`src/rtl/sctl_pkg.sv`:
```
package sctl_pkg;

    localparam int FRAME_BITS = 16;
    localparam int HDR_BITS   = 8;
    localparam int DATA_BITS  = 8;
    localparam int ADDR_W     = 4;
    localparam int ID_W       = 2;
    localparam int MISC_W     = 6;
    localparam int OFS_BYTES  = 2;
    localparam int BCNT_W     = $clog2(FRAME_BITS);

    // header field positions inside the 8-bit header
    localparam int H_RW   = 7;
    localparam int H_ID_L = 5;
    localparam int H_AD_L = 1;

    localparam logic [ADDR_W-1:0] A_MISC   = 4'd7;
    localparam logic [ADDR_W-1:0] A_OFS_LO = 4'd9;

    localparam logic [ID_W-1:0] CLK_MASTER_ID = '0;

    typedef enum logic [2:0] {
        ST_IDLE  = 3'd0,
        ST_HEAD  = 3'd1,
        ST_WDATA = 3'd2,
        ST_RDOUT = 3'd3,
        ST_SKIP  = 3'd4
    } sctl_state_e;

endpackage

```
`src/rtl/sctl_sclk_gen.sv`:
```
module sctl_sclk_gen #(
    parameter int SCLK_HALF = 2
) (
    input  logic clk,
    input  logic rst_n,
    output logic sclk,
    output logic rise_stb,
    output logic fall_stb
);
    localparam int CW = (SCLK_HALF > 1) ? $clog2(SCLK_HALF) : 1;
    localparam logic [CW-1:0] LAST = CW'(SCLK_HALF - 1);

    logic [CW-1:0] cnt_q;
    logic          sclk_q;
    logic          wrap;

    assign wrap     = (cnt_q == LAST);
    assign rise_stb = wrap && !sclk_q;
    assign fall_stb = wrap && sclk_q;
    assign sclk     = sclk_q;

    always_ff @(posedge clk or negedge rst_n) begin
        if (!rst_n) begin
            cnt_q  <= '0;
            sclk_q <= 1'b0;
        end else if (wrap) begin
            cnt_q  <= '0;
            sclk_q <= !sclk_q;
        end else begin
            cnt_q  <= cnt_q + 1'b1;
        end
    end
endmodule

```
`src/rtl/sctl_frame_fsm.sv`:
```
module sctl_frame_fsm
    import sctl_pkg::*;
(
    input  logic                   clk,
    input  logic                   rst_n,
    input  logic                   rise_stb,
    input  logic                   fall_stb,
    input  logic                   fs,
    input  logic                   sdi,
    input  logic [ID_W-1:0]        dev_addr,
    output logic [ADDR_W-1:0]      rd_addr,
    input  logic [DATA_BITS-1:0]   rd_data,
    output logic                   wr_stb,
    output logic [ADDR_W-1:0]      wr_addr,
    output logic [DATA_BITS-1:0]   wr_data,
    output logic                   sdo_o,
    output logic                   sdo_oe,
    output sctl_state_e            state_o,
    output logic [BCNT_W-1:0]      bcnt_o
);
    localparam logic [BCNT_W-1:0] HDR_LAST   = BCNT_W'(HDR_BITS - 1);
    localparam logic [BCNT_W-1:0] FRAME_LAST = BCNT_W'(FRAME_BITS - 1);

    sctl_state_e             state_q, state_d;
    logic [BCNT_W-1:0]       bcnt_q;
    logic [HDR_BITS-1:0]     hdr_q;
    logic [HDR_BITS-1:0]     hdr_nxt;
    logic [DATA_BITS-2:0]    dat_q;
    logic [DATA_BITS-1:0]    obuf_q;
    logic                    sdo_q;
    logic                    sdo_oe_q;
    logic                    id_hit;
    logic                    hdr_done;
    logic                    frame_done;

    assign hdr_nxt    = {hdr_q[HDR_BITS-2:0], sdi};
    assign id_hit     = (hdr_nxt[H_ID_L +: ID_W] == dev_addr);
    assign hdr_done   = rise_stb && (state_q == ST_HEAD) && (bcnt_q == HDR_LAST);
    assign frame_done = rise_stb && (bcnt_q == FRAME_LAST);

    // next-state logic
    always_comb begin
        state_d = state_q;
        unique case (state_q)
            ST_IDLE:  if (rise_stb && fs) state_d = ST_HEAD;              // start
            ST_HEAD:  if (hdr_done) begin
                          if (!id_hit)              state_d = ST_SKIP;    // to_skip
                          else if (hdr_nxt[H_RW])   state_d = ST_RDOUT;   // to_read
                          else                      state_d = ST_WDATA;   // to_write
                      end
            ST_WDATA,
            ST_RDOUT,
            ST_SKIP:  if (frame_done) state_d = ST_IDLE;                  // frame_end
            default:  state_d = ST_IDLE;
        endcase
    end

    // state register
    always_ff @(posedge clk or negedge rst_n) begin
        if (!rst_n) state_q <= ST_IDLE;
        else        state_q <= state_d;
    end

    // receive datapath: bit count, header and write data capture
    always_ff @(posedge clk or negedge rst_n) begin
        if (!rst_n) begin
            bcnt_q <= '0;
            hdr_q  <= '0;
            dat_q  <= '0;
        end else if (rise_stb) begin
            if (state_q == ST_IDLE) begin
                if (fs) begin
                    bcnt_q <= BCNT_W'(1);
                    hdr_q  <= {{(HDR_BITS-1){1'b0}}, sdi};
                end
            end else begin
                bcnt_q <= bcnt_q + 1'b1;
                if (state_q == ST_HEAD)  hdr_q <= hdr_nxt;
                if (state_q == ST_WDATA) dat_q <= {dat_q[DATA_BITS-3:0], sdi};
            end
        end
    end

    // output process: read buffer and serial data pad
    always_ff @(posedge clk or negedge rst_n) begin
        if (!rst_n) begin
            obuf_q   <= '0;
            sdo_q    <= 1'b0;
            sdo_oe_q <= 1'b0;
        end else if (hdr_done && id_hit && hdr_nxt[H_RW]) begin
            obuf_q <= rd_data;
        end else if (fall_stb) begin
            if (state_q == ST_RDOUT) begin
                sdo_q    <= obuf_q[DATA_BITS-1];
                obuf_q   <= {obuf_q[DATA_BITS-2:0], 1'b0};
                sdo_oe_q <= 1'b1;
            end else begin
                sdo_q    <= 1'b0;
                sdo_oe_q <= 1'b0;
            end
        end
    end

    assign rd_addr = hdr_nxt[H_AD_L +: ADDR_W];
    assign wr_stb  = frame_done && (state_q == ST_WDATA);
    assign wr_addr = hdr_q[H_AD_L +: ADDR_W];
    assign wr_data = {dat_q, sdi};
    assign sdo_o   = sdo_q;
    assign sdo_oe  = sdo_oe_q;
    assign state_o = state_q;
    assign bcnt_o  = bcnt_q;
endmodule

```
`src/rtl/sctl_regfile.sv`:
```
module sctl_regfile
    import sctl_pkg::*;
(
    input  logic                         clk,
    input  logic                         rst_n,
    input  logic                         wr_stb,
    input  logic [ADDR_W-1:0]            wr_addr,
    input  logic [DATA_BITS-1:0]         wr_data,
    input  logic [ADDR_W-1:0]            rd_addr,
    output logic [DATA_BITS-1:0]         rd_data,
    output logic [MISC_W-1:0]            misc_ctl,
    output logic [OFS_BYTES*DATA_BITS-1:0] rx_offset
);
    logic [MISC_W-1:0]    misc_q;
    logic [DATA_BITS-1:0] ofs_q [OFS_BYTES];
    logic [DATA_BITS-1:0] ofs_rd [OFS_BYTES];
    logic [OFS_BYTES-1:0] ofs_sel;

    always_ff @(posedge clk or negedge rst_n) begin
        if (!rst_n)                              misc_q <= '0;
        else if (wr_stb && wr_addr == A_MISC)    misc_q <= wr_data[MISC_W-1:0];
    end

    for (genvar g = 0; g < OFS_BYTES; g++) begin : g_ofs
        localparam logic [ADDR_W-1:0] MY_ADDR = A_OFS_LO + ADDR_W'(g);
        always_ff @(posedge clk or negedge rst_n) begin
            if (!rst_n)                           ofs_q[g] <= '0;
            else if (wr_stb && wr_addr == MY_ADDR) ofs_q[g] <= wr_data;
        end
        assign ofs_sel[g]                          = (rd_addr == MY_ADDR);
        assign ofs_rd[g]                           = ofs_sel[g] ? ofs_q[g] : '0;
        assign rx_offset[g*DATA_BITS +: DATA_BITS] = ofs_q[g];
    end

    always_comb begin
        rd_data = '0;
        if (rd_addr == A_MISC) rd_data = {{(DATA_BITS-MISC_W){1'b0}}, misc_q};
        for (int i = 0; i < OFS_BYTES; i++) rd_data = rd_data | ofs_rd[i];
    end

    assign misc_ctl = misc_q;
endmodule

```
`src/rtl/sctl_port.sv`:
```
module sctl_port
    import sctl_pkg::*;
#(
    parameter int SCLK_HALF = 2
) (
    input  logic        clk,
    input  logic        rst_n,
    input  logic [1:0]  dev_addr,
    input  logic        fs,
    input  logic        sdi,
    output logic        sclk_o,
    output logic        sclk_oe,
    output logic        sdo_o,
    output logic        sdo_oe,
    output logic [5:0]  misc_ctl,
    output logic [15:0] rx_offset
);
    logic                  rise_w;
    logic                  fall_w;
    logic [ADDR_W-1:0]     rd_addr_w;
    logic [DATA_BITS-1:0]  rd_data_w;
    logic                  wr_stb_w;
    logic [ADDR_W-1:0]     wr_addr_w;
    logic [DATA_BITS-1:0]  wr_data_w;
    sctl_state_e           state_w;
    logic [BCNT_W-1:0]     bcnt_w;

    sctl_sclk_gen #(.SCLK_HALF(SCLK_HALF)) u_clk (
        .clk      (clk),
        .rst_n    (rst_n),
        .sclk     (sclk_o),
        .rise_stb (rise_w),
        .fall_stb (fall_w)
    );

    sctl_frame_fsm u_fsm (
        .clk      (clk),
        .rst_n    (rst_n),
        .rise_stb (rise_w),
        .fall_stb (fall_w),
        .fs       (fs),
        .sdi      (sdi),
        .dev_addr (dev_addr),
        .rd_addr  (rd_addr_w),
        .rd_data  (rd_data_w),
        .wr_stb   (wr_stb_w),
        .wr_addr  (wr_addr_w),
        .wr_data  (wr_data_w),
        .sdo_o    (sdo_o),
        .sdo_oe   (sdo_oe),
        .state_o  (state_w),
        .bcnt_o   (bcnt_w)
    );

    sctl_regfile u_regs (
        .clk       (clk),
        .rst_n     (rst_n),
        .wr_stb    (wr_stb_w),
        .wr_addr   (wr_addr_w),
        .wr_data   (wr_data_w),
        .rd_addr   (rd_addr_w),
        .rd_data   (rd_data_w),
        .misc_ctl  (misc_ctl),
        .rx_offset (rx_offset)
    );

    assign sclk_oe = (dev_addr == CLK_MASTER_ID);
endmodule

```
`config.mk`:
```
export PLATFORM = sky130hd
export DESIGN_NAME = sctl_port
export DESIGN_NICKNAME = d
export VERILOG_FILES = /design/src/rtl/sctl_pkg.sv /design/src/rtl/sctl_sclk_gen.sv /design/src/rtl/sctl_frame_fsm.sv /design/src/rtl/sctl_regfile.sv /design/src/rtl/sctl_port.sv
export SDC_FILE = /design/constraint.sdc
export NUM_CORES = 1
export LEC_CHECK = 0
export BUFFER_PORTS_ARGS = -buffer_cell sky130_fd_sc_hd__buf_2
export CAP_MARGIN = 20
export CELL_PAD_IN_SITES_DETAIL_PLACEMENT = 1
export CELL_PAD_IN_SITES_GLOBAL_PLACEMENT = 1
export CORE_AREA = 5 5 87 89
export CTS_CLUSTER_DIAMETER = 200
export DETAILED_ROUTE_END_ITERATION = 6
export DIE_AREA = 0 0 92 94
export PLACE_DENSITY_LB_ADDON = 0.1
export SLEW_MARGIN = 20
export SYNTH_ARGS = -nofsm -noshare
export SYNTH_HDL_FRONTEND = slang
export SYNTH_SLANG_ARGS = --single-unit
```
`constraint.sdc`:
```
create_clock -name clk -period 2.7 [get_ports clk]
set_input_delay 0.54 -clock clk [delete_from_list [all_inputs] [get_ports clk]]
set_output_delay 0.54 -clock clk [all_outputs]
set_load 0.005 [all_outputs]
```
* Word-level counts from Yosys, hierarchy flattened
Index checks and enable logic that the tools add are counted.
Word-level totals: flip-flop bits (word level) 55, input bits 6, output and inout port bits 26, word-level logic and storage cells 80
Operators by class: add/sub/neg operators 2, equality and inequality tests 17, muxes and demuxes 20, bitwise gates (word level) 4, reduce and logical (&&, ||, !) cells 25
Operators with widths (number):
- $mux 8 | 5
- $mux 7 | 3
- $eq 4x4->1 const B | 5
- $eq 4x3->1 const B | 3
- $logic_and 1x1->1 | 12
- $mux 3 | 4
- $pmux 3 s3 | 1
- $reduce_and 3->1 | 3
- $mux 4 | 2
- $or 6x8->8 | 1
- $or 8x8->8 | 1
- $eq 3x2->1 const B | 2
- $mux 6 | 1
- $ne 2x1->1 const B | 3
- $reduce_and 2->1 | 3
- $reduce_bool 2->1 | 3
- $add 4x1->4 const B | 1
- $mux 1 | 4
- $eq 3x1->1 const B | 1
- $eq 3x3->1 const B | 1
- $logic_not 3->1 | 1
- $reduce_or 3->1 | 1
- $eq 2x2->1 | 1
- $logic_not 2->1 | 1
- other kinds (4) | 5

* Logic depth before layout (Yosys ltp)
word-level depth 8, mapped depth 6, gate-level depth less buffers 5

* By module
From an unflattened synthesis, not the netlist that was laid out.
Unflattened totals: cells, all modules 206, area, all modules 2605.0 um2
Modules (own cells, without submodules):
- sctl_frame_fsm | times used 1, cells each 130, area each 1510.2 um2, sequential area each 775.7 um2
- sctl_regfile | times used 1, cells each 69, area each 1012.2 um2, sequential area each 550.5 um2
- sctl_sclk_gen | times used 1, cells each 6, area each 78.8 um2, sequential area each 50.0 um2
- sctl_port | times used 1, cells each 1, area each 3.8 um2, sequential area each 0.0 um2

* Worst setup path after synthesis
Ideal clock, no wire load.
path kind register to register, start register u_clk.sclk_q (netlist: u_clk.sclk), end register u_regs.ofs_q, in the netlist u_regs.rx_offset[0], setup time 0.125 ns, arrival 1.674 ns, required time 2.575 ns, setup slack 0.901 ns, stages on the path, launching flop included 6, buffers on the path 1, clock period less this slack 1.799 ns, cell sequence dfrtp_1 > nand2b_4 > nor3_4 > and4_1 > buf_6 > mux2_2
Between the ends: word-level cells in the longest chain between the ends 5
Ends and longest elaborated chain:
- from (decl) | RTL line sctl_sclk_gen.sv:14 | logic sclk_q;
- from (signal assigned) | RTL line sctl_sclk_gen.sv:28 | sclk_q <= !sclk_q;
- $logic_not 1->1 | RTL line sctl_sclk_gen.sv:18 | assign rise_stb = wrap && !sclk_q;
- $logic_and 1x1->1 | RTL line sctl_sclk_gen.sv:18
- $logic_and 1x1->1 | RTL line sctl_frame_fsm.sv:39 | assign frame_done = rise_stb && (bcnt_q == FRAME_LAST);
- $logic_and 1x1->1 | RTL line sctl_frame_fsm.sv:105 | assign wr_stb = frame_done && (state_q == ST_WDATA);
- $logic_and 1x1->1 | RTL line sctl_regfile.sv:28 | else if (wr_stb && wr_addr == MY_ADDR) ofs_q[g] <= wr_data;
- to (signal, indexed assignment) | RTL line sctl_regfile.sv:28
- to (decl) | RTL line sctl_regfile.sv:15 | logic [DATA_BITS-1:0] ofs_q [OFS_BYTES];
No other way between the ends. A chain may end at the register's enable or synchronous reset.

* Worst setup path in the final report
start register u_fsm.state_q[2] (netlist: u_fsm.state_o[2]), end register u_regs.ofs_q, in the netlist u_regs.rx_offset[4]
Between the ends: word-level cells in the longest chain between the ends 3
Ends and longest elaborated chain:
- from (decl) | RTL line sctl_frame_fsm.sv:24 | sctl_state_e state_q, state_d;
- from (signal assigned) | RTL line sctl_frame_fsm.sv:61 | else state_q <= state_d;
- $eq 3x2->1 | RTL line sctl_frame_fsm.sv:105
- $logic_and 1x1->1 | RTL line sctl_frame_fsm.sv:105
- $logic_and 1x1->1 | RTL line sctl_regfile.sv:28
No other way between the ends.

==> flow_summary_export.csv <==
group,metric,value,unit
floorplanning,std_cell_rows,30,
floorplanning,die_w,92,µm
sta,finalHoldViolCount,0,
synthesis,synthArstFlopShare,1.00,
power_and_ir_drop,clockPowerShare,0.273,
clock_tree,cts_resized,0,
floorplanning,ios,32,
floorplanning,start_util,0.372,
worst_setup_path,worstPathRequired,2900,ps
synthesis,syn-cell-area,2490,µm²
worst_setup_path,critical-path-top-delay-family,"simple AND/OR/NAND/NOR gates",
power_and_ir_drop,switching_share,0.305,
sta,setup_tns,0,ps
route,firstDrtPassIters,5,
finish,area_growth_syn_to_layout,14.3,%
placed_design,placed_cell_area,2730,µm²
worst_setup_path,startpoint_type,"flop",
sta,skew,7.96,ps
run,max_cap_violations,0,
sta,setup_viol,0,
route,drc,0,
worst_setup_path,r2r_cells,4,
power_and_ir_drop,p_per_area,706,nW/µm²
sta,min_period,2050,ps
floorplanning,dieHeight,94,µm
sta,fmax,487,MHz
worst_setup_path,critical_path.cell_chain,"nand2b_1, nor3_4, and4_1, mux2_2",
clock_tree,clkLatencyLatePin,310,ps
placed_design,pre_cts_slack,677,ps
power_and_ir_drop,internal_power,1390,µW
power_and_ir_drop,pwr-share-comb,0.204,
synthesis,yosysSeqAreaShare,0.554,
outcome,status,"completed",
global_routing,grt_pass1_wl,10000,µm
finish,postLayoutCoreUtil,0.425,
route,post_drt_wl_per_cell,19.5,µm
worst_setup_path,crit_fanout,8,
sta,period_share,0.760,
clock_tree,cts_made_buffers,5,
placed_design,dp_hpwl,4430,µm
global_routing,gr-total-overflow,0,
worst_setup_path,cp_slowest_cell,"and4_1",
floorplanning,die_area,8650,µm²
sta,tightest_slew,813,ps
sta,timing.final.ws_setup,648,ps
clock_tree,clk_pin_slew_worst_paths,100,ps
synthesis,yosys_warnings,0,
floorplanning,coreArea,6680,µm²
clock_tree,cts_tree,"done",
power_and_ir_drop,power.share.sequential,0.523,
global_routing,grt_start_max_net_pins,33,
worst_setup_path,worst-setup-path-type,"reg2reg",
finish,fill_cells,726,
clock_tree,htreeDepth,2,
synthesis,ys_types,39,
route,wirelength,5990,µm
worst_setup_path,worstPathArrival,2250,ps
synthesis,synth.area.top_cells,"dfrtp_1 (55%), mux2_2 (14%), o211ai_1 (4.2%)",
synthesis,yosys.area.top_type_share,0.554,
route,via_per_inst,5.62,
synthesis,synth.top_cells.by_count,"dfrtp_1 (55), mux2_2 (32), o211ai_1 (14), nand2_1 (13), a22o_1 (8)",
worst_setup_path,worstSetupEndpointType,"flop",
clock_tree,post_cts_buffers,0,
clock_tree,cts_max_path_buffers,2,
power_and_ir_drop,power_leakage,0.00135,µW
global_routing,grt_usage,0.148,
sta,maxSlewViolCount,0,
synthesis,synthesis.instances,194,
power_and_ir_drop,peakVddDrop,0.000286,V
worst_setup_path,cp_num_buf_inv,0,
synthesis,synth.most_common_cell,"dfrtp_1",
sta,relSlewSlack,0.451,
synthesis,synth_top_cell_by_area,"dfrtp_1",
sta,hold-worst-slack,215,ps
clock_tree,cts-hold-fix-buffers,0,
route,ant_nets,0,
finish,stdcell_area,2840,µm²
hold_path,holdCritPathClass,"in2async",
placed_design,gp_congestion,0.705,
clock_tree,clock-sinks,55,
route,num_vias,1731,
route,drt_iter0_drc,90,
clock_tree,ctsRootBufferMaster,"clkbuf_8",
finish,drive_above_1_share,0.360,
finish,nets,234,
finish,diodes,0,
global_routing,grt_pass1_vias,1917,
power_and_ir_drop,p_sw,612,µW
synthesis,ys.flop_type,"dfrtp_1",
worst_setup_path,cpPeakStageDelay,550,ps
global_routing,antenna_found_initial,0,
worst_setup_path,cp.depth,4,
synthesis,syn-num-nets,201,
synthesis,synth_edf_count,0,
synthesis,avgSynthCellArea,12.8,µm²
synthesis,synth-seq-cells,55,
placed_design,port_buffers,31,
sta,rsz0062_at_grt,"false",
## cells in the final DEF, fill, tap and decap left out, drive strengths merged
cell | synthesis | final
a222oi | 6 | 6
dfrtp | 55 | 55
o21ai | 5 | 5
and4b | 3 | 3
o211ai | 14 | 14
a22o | 8 | 8
nand4 | 2 | 2
xor2 | 1 | 1
a21oi | 2 | 2
or2 | 2 | 2
inv | 1 | 1
ha | 1 | 1
nor2b | 4 | 4
mux2 | 32 | 32
and2 | 2 | 2
o32a | 1 | 1
nand2b | 3 | 3
and4 | 1 | 1
a22oi | 2 | 2
buf | 9 | 37
nor3 | 3 | 3
nand3 | 2 | 2
a2111oi | 1 | 1
xnor2 | 2 | 2
nor4bb | 2 | 2
a211oi | 1 | 1
o41ai | 1 | 1
bufinv | 0 | 1
clkinv | 0 | 2
and3 | 3 | 3
nor2 | 7 | 7
mux2i | 3 | 3
clkbuf | 2 | 5
nand2 | 13 | 13
## sequential cells by signal (all words and copies together) (netlist names)
name              count
u_fsm.state_o         3
u_fsm.sdo_o           1
u_fsm.dat_q           7
u_regs.misc_ctl       6
u_clk.cnt_q           1
u_fsm.hdr_q           7
u_regs.rx_offset     16
u_clk.sclk            1
u_fsm.sdo_oe          1
u_fsm.bcnt_o          4
u_fsm.obuf_q          8
## power groups by stage
| stage | Sequential (µW) | Clock [µW] | Combinational, µW |
|---|---|---|---|
| 3_3_place_gp | 1050 | 0 | 387 |
| 2_1_floorplan | 1020 | 0 | 322 |
| 4_1_cts | 1050 | 576 | 421 |
| 6_report | 1050 | 548 | 410 |
| 3_5_place_dp | 1070 | 0 | 417 |
| 5_1_grt | 1070 | 598 | 469 |
## per-layer routing
metal	GRT usage	wire length (µm)	vias to the layer above
li1	-	-	794
met1	0.193	2750	897
met2	0.248	2970	35
met3	0.0337	209	5
met4	0.0446	62	0
met5	0	0	-
## final timing paths
check	startpoint	endpoint	slack, ps
worst min register to register	u_fsm.obuf_q[7]	u_fsm.sdo_o	510
worst min-delay path	rst_n	u_fsm.state_o[0]	210
worst max-delay path	u_fsm.state_o[2]	u_regs.rx_offset[4]	650
min in group clk	u_fsm.obuf_q[7]	u_fsm.sdo_o	510
max in group asynchronous	rst_n	u_fsm.obuf_q[4]	2140
worst max register to register	u_fsm.state_o[2]	u_regs.rx_offset[4]	650
## metrics by stage
stage	total power [µW]	std cells
4_1_cts	2050	308
2_1_floorplan	1340	194
6_report	2010	308
3_3_place_gp	1440	300
3_5_place_dp	1480	300
5_1_grt	2140	308
## cells by family after synthesis
kind of cell               Yosys count  synth area share
AOI/OAI and AO/OA                   41             0.129
xor gates and xnor gates             3            0.0106
adders and majority gates            1           0.00503
buffers and inverters               12            0.0247
DFF                                 55             0.554
muxes                               35             0.157
and+or+nand+nor                     47             0.120
## area by class of cell
type / instances / area, µm² / area share
Clock buffer: 5 / 68.8 / 0.0242
Clock inverter: 3 / 43.8 / 0.0154
Inverter: 1 / 3.75 / 0.00132
Multi-Input combinational cell: 127 / 1050 / 0.369
Sequential cell: 55 / 1380 / 0.484
Tap cell: 80 / 100 / 0.0352
Timing Repair Buffer: 37 / 200 / 0.0705
Note: power is estimated with default switching activity, not from simulation.
